--- config.mk ---
export PLATFORM = sky130hd
export DESIGN_NAME = gpio_bank
export DESIGN_NICKNAME = d
export VERILOG_FILES = /design/src/rtl/gpio_bank_pkg.sv /design/src/rtl/gpio_pad_sync.sv /design/src/rtl/gpio_addr_decode.sv /design/src/rtl/gpio_port_regs.sv /design/src/rtl/gpio_bank.sv
export SDC_FILE = /design/constraint.sdc
export NUM_CORES = 2
export LEC_CHECK = 0
export ABC_AREA = 0
export BUFFER_PORTS_ARGS = -buffer_cell sky130_fd_sc_hd__buf_2
export CAP_MARGIN = 25
export CORE_AREA = 5 5 521 523
export DETAILED_ROUTE_END_ITERATION = 10
export DIE_AREA = 0 0 526 528
export GPL_ROUTABILITY_DRIVEN = 1
export MAX_ROUTING_LAYER = met4
export PLACE_DENSITY = 0.48
export SYNTH_ARGS = -nofsm -noshare
export SYNTH_HDL_FRONTEND = slang
export SYNTH_HIERARCHICAL = 1
export SYNTH_SLANG_ARGS = --single-unit
export TNS_END_PERCENT = 30
--- constraint.sdc ---
create_clock -name clk -period 2.7 [get_ports clk]
set_input_delay 0.54 -clock clk [delete_from_list [all_inputs] [get_ports clk]]
set_output_delay 0.54 -clock clk [all_outputs]
set_load 0.005 [all_outputs]
--- src/rtl/gpio_bank_pkg.sv ---
package gpio_bank_pkg;

    localparam int WORD_W        = 32;
    localparam int PINS_PER_PORT = 32;
    localparam int WIN_WORDS     = 9;
    localparam int FN_W          = 3;
    localparam int SLOT_W        = 4;
    localparam int SLOTS_PER_FN  = WORD_W / SLOT_W;
    localparam int F2_W          = 2;
    localparam int F2_PER_WORD   = WORD_W / F2_W;

    typedef enum logic [3:0] {
        W_FN0   = 4'd0,
        W_FN1   = 4'd1,
        W_FN2   = 4'd2,
        W_FN3   = 4'd3,
        W_DATA  = 4'd4,
        W_DRV0  = 4'd5,
        W_DRV1  = 4'd6,
        W_PULL0 = 4'd7,
        W_PULL1 = 4'd8
    } win_word_e;

    typedef enum logic {
        ST_IDLE = 1'b0,
        ST_RESP = 1'b1
    } bus_state_e;

    localparam logic [FN_W-1:0] FN_INPUT  = 3'd0;
    localparam logic [FN_W-1:0] FN_OUTPUT = 3'd1;

    localparam logic [F2_W-1:0] PULL_UP   = 2'd1;
    localparam logic [F2_W-1:0] PULL_DOWN = 2'd2;

endpackage

--- src/rtl/gpio_pad_sync.sv ---
module gpio_pad_sync #(
    parameter int WIDTH = 32
) (
    input  logic             clk,
    input  logic             rst_n,
    input  logic [WIDTH-1:0] async_in,
    output logic [WIDTH-1:0] sync_out
);
    logic [WIDTH-1:0] stage1_q;
    logic [WIDTH-1:0] stage2_q;

    always_ff @(posedge clk or negedge rst_n) begin
        if (!rst_n) begin
            stage1_q <= '0;
            stage2_q <= '0;
        end else begin
            stage1_q <= async_in;
            stage2_q <= stage1_q;
        end
    end

    assign sync_out = stage2_q;
endmodule

--- src/rtl/gpio_addr_decode.sv ---
module gpio_addr_decode
    import gpio_bank_pkg::*;
#(
    parameter int NUM_PORTS  = 4,
    parameter int ADDR_W     = 10,
    parameter int PORT_IDX_W = 2
) (
    input  logic [ADDR_W-1:0]     addr,
    output logic                  hit,
    output logic [PORT_IDX_W-1:0] port_idx,
    output win_word_e             word_sel
);
    localparam int WADDR_W = ADDR_W - 2;

    logic [WADDR_W-1:0] waddr;
    logic               aligned;

    assign waddr   = addr[ADDR_W-1:2];
    assign aligned = (addr[1:0] == 2'b00);

    always_comb begin
        hit      = 1'b0;
        port_idx = '0;
        word_sel = W_FN0;
        for (int p = 0; p < NUM_PORTS; p++) begin
            if (aligned && (int'(waddr) >= p * WIN_WORDS) &&
                (int'(waddr) < (p + 1) * WIN_WORDS)) begin
                hit      = 1'b1;
                port_idx = PORT_IDX_W'(p);
                word_sel = win_word_e'(4'(int'(waddr) - p * WIN_WORDS));
            end
        end
    end
endmodule

--- src/rtl/gpio_port_regs.sv ---
module gpio_port_regs
    import gpio_bank_pkg::*;
(
    input  logic                          clk,
    input  logic                          rst_n,
    input  logic                          wr_en,
    input  win_word_e                     word_wr,
    input  logic [WORD_W-1:0]             wdata,
    input  win_word_e                     word_rd,
    input  logic [PINS_PER_PORT-1:0]      pad_level,
    output logic [WORD_W-1:0]             rd_word,
    output logic [PINS_PER_PORT-1:0]      pin_out,
    output logic [PINS_PER_PORT-1:0]      pin_oe,
    output logic [PINS_PER_PORT-1:0]      pin_pu,
    output logic [PINS_PER_PORT-1:0]      pin_pd,
    output logic [PINS_PER_PORT*F2_W-1:0] pin_drive,
    output logic [PINS_PER_PORT*FN_W-1:0] pin_func
);
    localparam int F2_TOTAL = PINS_PER_PORT * F2_W;

    logic [FN_W-1:0]          fn_q [PINS_PER_PORT];
    logic [PINS_PER_PORT-1:0] data_q;
    logic [F2_TOTAL-1:0]      drv_q;
    logic [F2_TOTAL-1:0]      pull_q;
    logic [PINS_PER_PORT-1:0] data_view;

    always_ff @(posedge clk or negedge rst_n) begin
        if (!rst_n) begin
            for (int i = 0; i < PINS_PER_PORT; i++) fn_q[i] <= FN_INPUT;
            data_q <= '0;
            drv_q  <= '0;
            pull_q <= '0;
        end else if (wr_en) begin
            unique case (word_wr)
                W_FN0, W_FN1, W_FN2, W_FN3: begin
                    for (int s = 0; s < SLOTS_PER_FN; s++) begin
                        fn_q[int'(word_wr[1:0]) * SLOTS_PER_FN + s] <= wdata[s*SLOT_W +: FN_W];
                    end
                end
                W_DATA:  data_q <= wdata;
                W_DRV0:  drv_q[WORD_W-1:0]          <= wdata;
                W_DRV1:  drv_q[F2_TOTAL-1:WORD_W]   <= wdata;
                W_PULL0: pull_q[WORD_W-1:0]         <= wdata;
                W_PULL1: pull_q[F2_TOTAL-1:WORD_W]  <= wdata;
                default: ;
            endcase
        end
    end

    for (genvar i = 0; i < PINS_PER_PORT; i++) begin : g_pin
        assign pin_oe[i]                = (fn_q[i] == FN_OUTPUT);
        assign pin_pu[i]                = (pull_q[i*F2_W +: F2_W] == PULL_UP);
        assign pin_pd[i]                = (pull_q[i*F2_W +: F2_W] == PULL_DOWN);
        assign pin_func[i*FN_W +: FN_W] = fn_q[i];
        assign data_view[i]             = pin_oe[i] ? data_q[i] : pad_level[i];
    end

    assign pin_out   = data_q;
    assign pin_drive = drv_q;

    always_comb begin
        rd_word = '0;
        unique case (word_rd)
            W_FN0, W_FN1, W_FN2, W_FN3: begin
                for (int s = 0; s < SLOTS_PER_FN; s++) begin
                    rd_word[s*SLOT_W +: SLOT_W] =
                        {1'b0, fn_q[int'(word_rd[1:0]) * SLOTS_PER_FN + s]};
                end
            end
            W_DATA:  rd_word = data_view;
            W_DRV0:  rd_word = drv_q[WORD_W-1:0];
            W_DRV1:  rd_word = drv_q[F2_TOTAL-1:WORD_W];
            W_PULL0: rd_word = pull_q[WORD_W-1:0];
            W_PULL1: rd_word = pull_q[F2_TOTAL-1:WORD_W];
            default: rd_word = '0;
        endcase
    end

    // Writes to any other word leave the data bits alone
    assert_data_untouched_R7: assert property (@(posedge clk) disable iff (!rst_n)
        (wr_en && word_wr != W_DATA) |=> $stable(data_q));

    // Data bits are captured for every pin regardless of function
    assert_data_capture_R10: assert property (@(posedge clk) disable iff (!rst_n)
        (wr_en && word_wr == W_DATA) |=> (data_q == $past(wdata)));

    // Writes to the data word leave the drive fields alone
    assert_drive_untouched_R7: assert property (@(posedge clk) disable iff (!rst_n)
        (wr_en && word_wr == W_DATA) |=> $stable(drv_q));
endmodule

--- src/rtl/gpio_bank.sv ---
module gpio_bank
    import gpio_bank_pkg::*;
#(
    parameter int NUM_PORTS = 4,
    parameter int ADDR_W    = 10
) (
    input  logic                            clk,
    input  logic                            rst_n,
    input  logic [ADDR_W-1:0]               bus_addr,
    input  logic                            bus_wr,
    input  logic [31:0]                     bus_wdata,
    input  logic                            bus_rd,
    output logic [31:0]                     bus_rdata,
    output logic                            bus_rvalid,
    input  logic [NUM_PORTS*32-1:0]         pad_in,
    output logic [NUM_PORTS*32-1:0]         pin_out,
    output logic [NUM_PORTS*32-1:0]         pin_oe,
    output logic [NUM_PORTS*32-1:0]         pin_pu,
    output logic [NUM_PORTS*32-1:0]         pin_pd,
    output logic [NUM_PORTS*64-1:0]         pin_drive,
    output logic [NUM_PORTS*96-1:0]         pin_func
);
    localparam int PIN_TOTAL  = NUM_PORTS * PINS_PER_PORT;
    localparam int PORT_IDX_W = (NUM_PORTS > 1) ? $clog2(NUM_PORTS) : 1;
    localparam int DRV_SPAN   = PINS_PER_PORT * F2_W;
    localparam int FN_SPAN    = PINS_PER_PORT * FN_W;

    logic [PIN_TOTAL-1:0]  pad_sync;
    logic                  dec_hit;
    logic [PORT_IDX_W-1:0] dec_port;
    win_word_e             dec_word;
    logic [WORD_W-1:0]     port_rd [NUM_PORTS];
    logic [WORD_W-1:0]     rd_sel;
    logic [WORD_W-1:0]     rdata_q;
    bus_state_e            state_q;
    bus_state_e            state_d;

    gpio_pad_sync #(.WIDTH(PIN_TOTAL)) u_sync (
        .clk      (clk),
        .rst_n    (rst_n),
        .async_in (pad_in),
        .sync_out (pad_sync)
    );

    gpio_addr_decode #(
        .NUM_PORTS  (NUM_PORTS),
        .ADDR_W     (ADDR_W),
        .PORT_IDX_W (PORT_IDX_W)
    ) u_dec (
        .addr     (bus_addr),
        .hit      (dec_hit),
        .port_idx (dec_port),
        .word_sel (dec_word)
    );

    for (genvar p = 0; p < NUM_PORTS; p++) begin : g_port
        logic port_wr;
        assign port_wr = bus_wr && dec_hit && (dec_port == PORT_IDX_W'(p));

        gpio_port_regs u_regs (
            .clk       (clk),
            .rst_n     (rst_n),
            .wr_en     (port_wr),
            .word_wr   (dec_word),
            .wdata     (bus_wdata),
            .word_rd   (dec_word),
            .pad_level (pad_sync[p*PINS_PER_PORT +: PINS_PER_PORT]),
            .rd_word   (port_rd[p]),
            .pin_out   (pin_out[p*PINS_PER_PORT +: PINS_PER_PORT]),
            .pin_oe    (pin_oe[p*PINS_PER_PORT +: PINS_PER_PORT]),
            .pin_pu    (pin_pu[p*PINS_PER_PORT +: PINS_PER_PORT]),
            .pin_pd    (pin_pd[p*PINS_PER_PORT +: PINS_PER_PORT]),
            .pin_drive (pin_drive[p*DRV_SPAN +: DRV_SPAN]),
            .pin_func  (pin_func[p*FN_SPAN +: FN_SPAN])
        );
    end

    always_comb begin
        rd_sel = '0;
        for (int p = 0; p < NUM_PORTS; p++) begin
            if (dec_hit && dec_port == PORT_IDX_W'(p)) rd_sel = port_rd[p];
        end
    end

    // Bus controller: state register
    always_ff @(posedge clk or negedge rst_n) begin
        if (!rst_n) state_q <= ST_IDLE;
        else        state_q <= state_d;
    end

    // Bus controller: next state
    always_comb begin
        state_d = state_q;
        unique case (state_q)
            ST_IDLE: state_d = bus_rd ? ST_RESP : ST_IDLE;
            ST_RESP: state_d = bus_rd ? ST_RESP : ST_IDLE;
            default: state_d = ST_IDLE;
        endcase
    end

    // Bus controller: outputs
    always_comb begin
        bus_rvalid = (state_q == ST_RESP);
        bus_rdata  = rdata_q;
    end

    always_ff @(posedge clk or negedge rst_n) begin
        if (!rst_n)      rdata_q <= '0;
        else if (bus_rd) rdata_q <= rd_sel;
    end

    // Each accepted read gets a response next cycle
    assert_resp_follows_rd_R9: assert property (@(posedge clk) disable iff (!rst_n)
        bus_rd |=> bus_rvalid);

    // No response without a read the cycle before
    assert_no_spurious_resp_R9: assert property (@(posedge clk) disable iff (!rst_n)
        !bus_rd |=> !bus_rvalid);

    // Undefined addresses read as zero
    assert_undef_reads_zero_R8: assert property (@(posedge clk) disable iff (!rst_n)
        (bus_rd && !dec_hit) |=> (bus_rdata == '0));
endmodule

# [After elaboration in Yosys (flattened, before gate mapping)]
# Index checks and enable logic that the tools add are counted.
[word_totals] register_bits=1313 inputBits=174 output_inout_bits=1185 wordCells=932
[op_classes] add_sub_neg=10 order_cmp=23 n_eq_ne=395 mux=292 bitwise=8 n_reduce_logical=52
[ops] cell="bitwise mux 96 bit" n=32
[ops] cell="one-hot mux 32 bit (6 select lines)" n=4
[ops] cell="binary-select mux 3 bit (select 5 bit)" n=32
[ops] cell="equality test 3 x 1 -> 1 bit, second input constant" n=128
[ops] cell="equality test 2 bit, second input constant" n=130
[ops] cell="equality test 2 x 1 -> 1 bit, second input constant" n=129
[ops] cell="greater-or-equal comparator 32 x 6 -> 1 bit, second input constant" n=8
[ops] cell="< comparator 32 x 1 -> 1 bit, second input constant" n=8
[ops] cell="inverter 32 bit" n=7
[ops] cell="2-to-1 mux 3 bit" n=72
[ops] cell="2-to-1 mux 1 bit" n=134
[ops] cell="2-to-1 mux 32 bit" n=4
[ops] cell="demux 3 bit (select 5 bit)" n=8
[ops] cell="AND reduction 2 bit" n=24
[ops] cell="inverter 5 -> 32 bit" n=1
[ops] cell="adder 5 x 3 -> 6 bit, second input constant" n=4
[ops] cell="logical AND 1 bit" n=24
[ops] cell="equality test 4 x 3 -> 1 bit, second input constant" n=4
[ops] cell="greater-or-equal comparator 8 x 5 -> 1 bit, second input constant" n=2
[ops] cell="< comparator 8 x 5 -> 1 bit, second input constant" n=2
[ops] cell="2-to-1 mux 4 bit" n=4
[ops] cell="adder 5 x 2 -> 6 bit, second input constant" n=2
[ops] cell="equality test 4 x 2 -> 1 bit, second input constant" n=2
[ops] cell="greater-or-equal comparator 8 x 4 -> 1 bit, second input constant" n=1
[ops] cell="11 further kinds" n=14

# [Longest topological paths before layout]
[logic_depth] word_depth=19 ltp_mapped=15 mapped_depth_nobuf=11

# [Hierarchy]
# The synthesis kept the hierarchy.
[by_module_without_submodules] mod="gpio_port_regs" instances=4 cells_per_inst=881 area_each_um2=12482.0 seq_area_each_um2=6406.1
[by_module_without_submodules] mod="gpio_pad_sync" instances=1 cells_per_inst=256 area_each_um2=6406.1 seq_area_each_um2=6406.1
[by_module_without_submodules] mod="gpio_bank" instances=1 cells_per_inst=185 area_each_um2=2129.5 seq_area_each_um2=825.8
[by_module_without_submodules] mod="gpio_addr_decode" instances=1 cells_per_inst=62 area_each_um2=483.0 seq_area_each_um2=0.0

# [Worst setup path after synthesis]
# Ideal clock, no wire load.
[synth_timing] path_type="input -> register" from="in bus_addr[3]" to="reg rdata_q[17], in the netlist bus_rdata[17]" setup_ps=138 arrival_ps=5123 required_ps=2562 setup_slack_ps=-2561 cell_stages=13 n_path_buf=3 path_cell_list="inv_1 > ha_1 > or3b_2 > a311o_1 > o311ai_1 > buf_6 > buf_6 > buf_2 > mux4_2 > a222oi_1 > o211ai_1 > mux2i_1 > o221ai_1"
[synth_rtl] element="start, declared" line="gpio_bank.sv:9" text="input logic [ADDR_W-1:0] bus_addr,"
[synth_rtl] element="end signal, assigned" line="gpio_bank.sv:109" text="else if (bus_rd) rdata_q <= rd_sel;"
[synth_rtl] element="end, declared" line="gpio_bank.sv:34" text="logic [WORD_W-1:0] rdata_q;"

==> impl_results.md <==
- Status: finished with violations
- Failing checks: negative setup slack
- GPL Wtd Cong: 0.970
- DRT Pass-1 Iters: 9
- Core ar.: around 0.27 sq mm
- Worst skew pair latency: roughly 0.86 ns
- Setup ws final: -1.21 ns
- Largest net degree at the start of global routing: 102
- Pins Over Slew Limit: 0
- Tot GR Track Use: 0.268
- Ys async rst share: 1.00
- Hold Slack: between 0.2 and 0.25 ns
- Starting Density: 0.221
- Clock-pin slew on the worst setup and hold paths: approximately 0.07 ns
- Clock Skew: between 0.05 and 0.06 ns
- Gr ovfl total: 0
- Area Growth Syn to Fin: 47.4%
- Initial antenna violation count: slightly above 40
- Commonest non-fill, non-tap cell in the layout: buf_2
- Port-buffer cells: 1358
- CTS sink cnt: roughly 1300
- CP cell instances: buf_6 -> or4_4 -> nor4b_4 -> buf_4 -> nor2_1 -> a32oi_4 -> buf_6 -> buf_16 -> buf_12 -> buf_8 -> buf_12 -> and4bb_4 -> buf_6 -> buf_4 -> a222oi_1 -> o211ai_1 -> buf_4 -> mux2i_2 -> o221ai_2
- H-tree depth: 4
- Final count of hold timing violations: 0
- Dpl hpwl: approximately 290000 um
- Commonest non-fill, non-tap cells in the layout: 1352 x buf_2, 1313 x dfrtp_1, 834 x mux2_2
- Data required, critical path: around 3.4 ns
- CP arrival: 4.62 ns
- I/O pin cnt: between 1000 and 1500
- CTS Buf Count: ~170
- Die ar.: 0.278 sq mm
- Max-cap viol count: 0
- CTS root buffer: clkbuf_16
- DRC: 0
- 1st-iter DRT viols: slightly above 5000
- Top_reg_cell synth: dfrtp_1
- Worst vdd rail ir drop: 437 uV
- PD cells: around 540 mW/mm^2
- Pwr Total: 0.0473 W
- Share of cells above drive strength 1: 0.587
- WS Path Type: primary input to flop
- Vias per cell: approximately 5.0
- Final ANT Viol Nets: 0
- Vias: between 40000 and 50000
- Setup TNS: -632.52 ns
- Die H: between 500 and 600 um
- First-pass GRT wire length: 492000 um
- CTS tree: built
- Syn Std Cell Area: a little under 0.06 sq mm
- Number of distinct library cells after synthesis: 62
- Worst slew margin: 0.231
- Endpoints failing setup: ~1100
- Fillcell total: 26700
- FMAX: 0.256 GHz
- RSZ-0062 raised after global routing: yes
- WL final: about 380000 um
- Yosys reg bits: roughly 1300
- Slowest CP cell: a222oi_1
- Cell Rows: between 150 and 200
- Fin crit period: ~3.9 ns
- Number of synthesized flops with an enable pin: 0
- CP max stage delay: about 0.6 ns
- Leakage: 43.6 nW
- Tcrit/Tclk final: 1.45
- Clk buf depth: 4
- Worst slew pin tran: 1.15 ns
- Vias in the first global route: roughly 50000
- Worst setup SP type: primary input
- Part of the Yosys area used for sequential elements: 0.557
- HP Class: primary input to flop
- Nets: around 6500
- Final core utilization: 0.326
- Critical path endpoint category: flop
- Yosys Warn Count: 6
- Wire length per cell: 38.2 um
- Syn Nets: about 4200
- Die X: approximately 530 um
- Crit-path max FO: 6
- Syn_area_per_cell: ~15 sq um
- Post-synthesis cell count: between 4000 and 5000
[synth_stat cells (5+ instances only)]
library cell | number | area [sq um]
a21o_1 | 64 | 480
a222oi_1 | 97 | 971
a22oi_1 | 64 | 480
buf_1 | 8 | 30.0
buf_12 | 6 | 120
buf_2 | 126 | 631
buf_4 | 19 | 143
buf_6 | 30 | 338
clkbuf_1 | 67 | 251
dfrtp_1 | 1313 | 32900
ha_1 | 7 | 87.6
inv_1 | 5 | 18.8
mux2_2 | 1052 | 11800
mux2i_1 | 192 | 1920
mux4_2 | 96 | 2160
nand2_1 | 45 | 169
nand2b_1 | 36 | 225
nand3b_1 | 13 | 97.6
nand4b_1 | 68 | 596
nand4bb_1 | 8 | 90.1
nor2_1 | 16 | 60.1
nor2b_1 | 261 | 1630
nor3b_1 | 130 | 976
nor3b_2 | 12 | 150
nor4b_4 | 5 | 119
o211ai_1 | 130 | 976
o221ai_1 | 32 | 280
or4b_1 | 5 | 50.1
or4bb_1 | 56 | 631
[report_power, final]
part | internal, W | total [W] | switching, W
registers | 0.0200 | 0.0203 | 0.000306
logic | 0.00146 | 0.00382 | 0.00236
clock network | 0.0136 | 0.0231 | 0.00948
[per-stage QoR]
step	worst slack, ns	instance area, sq um	std cells
after floorplan	-1.58	59700	4027
after global placement	-2.83	75200	9311
after detailed placement	-2.79	75200	9312
after CTS	-1.19	85200	9876
after global routing	-1.32	86900	9954
final	-1.21	86900	9960
[metal layers]
layer,vias up,global-route usage,wire [um]
met4,0,0.0762,12900
met1,26700,0.338,156000
met3,465,0.0804,37500
met2,2802,0.419,175000
li1,19800,-,-
met5,-,-,0
[cell type report]
cell class | count | area, sq um | share of cell area
clock buffer | 229 | 4750 | 0.0546
timing repair buffer | 2335 | 17800 | 0.204
multi-input combinational | 2449 | 26300 | 0.302
clock inverter | 63 | 756 | 0.00870
tap | 3552 | 4440 | 0.0512
antenna | 14 | 35.0 | 0.000403
inverter | 5 | 21.3 | 0.000245
sequential | 1313 | 32900 | 0.378
[flip-flops by register name (all words and copies together), names as in the netlist]
name                     count
bus_rdata                   32
bus_rvalid                   1
g_port.u_regs/pin_drive    256
g_port.u_regs/pin_func     384
g_port.u_regs/pin_out      128
g_port.u_regs/pull_q       256
u_sync/stage1_q            128
u_sync/sync_out            128
[path summary, 6_finish.rpt]
check | to | startpoint | cells after the start | slack, ns
worst min-delay path | g_port[3].u_regs/pull_q[51] | bus_wdata[19] | 2 | 0.21
min in group asynchronous | g_port[1].u_regs/pin_func[66] | rst_n | 2 | 0.28
worst min register to register | u_sync/sync_out[79] | u_sync/stage1_q[79] | 0 | 0.32
max in group asynchronous | u_sync/stage1_q[80] | rst_n | 3 | 1.37
worst max-delay path | bus_rdata[12] | bus_addr[1] | 19 | -1.21
worst max register to register | bus_rdata[18] | g_port[2].u_regs/pin_func[55] | 7 | -0.10
[worst max-delay path: cells and delay by family]
kind,cells,cell delay [ns]
AO/OA/AOI/OAI,4,1.15
buffers and inverters,10,1.48
AND/OR/NAND/NOR,4,1.25
multiplexers,1,0.16
[cell families after synthesis]
group                      share of synthesized area
muxes                                          0.271
adders and majority gates                    0.00149
buffers and inverters                         0.0268
and+or+nand+nor                               0.0863
DFF                                            0.557
xor gates and xnor gates                    0.000446
AOI/OAI and AO/OA                             0.0565
[repair_timing]
item,in CTS,in global routing
resized for setup,349,205
hold buffers,130,0
setup endpoints to repair,1068,1069
endpoints found under the hold margin,147,0
setup buffers,119,67
pin swaps,119,106
gates cloned,31,18
No activity file was read; power rests on OpenSTA's default activity.
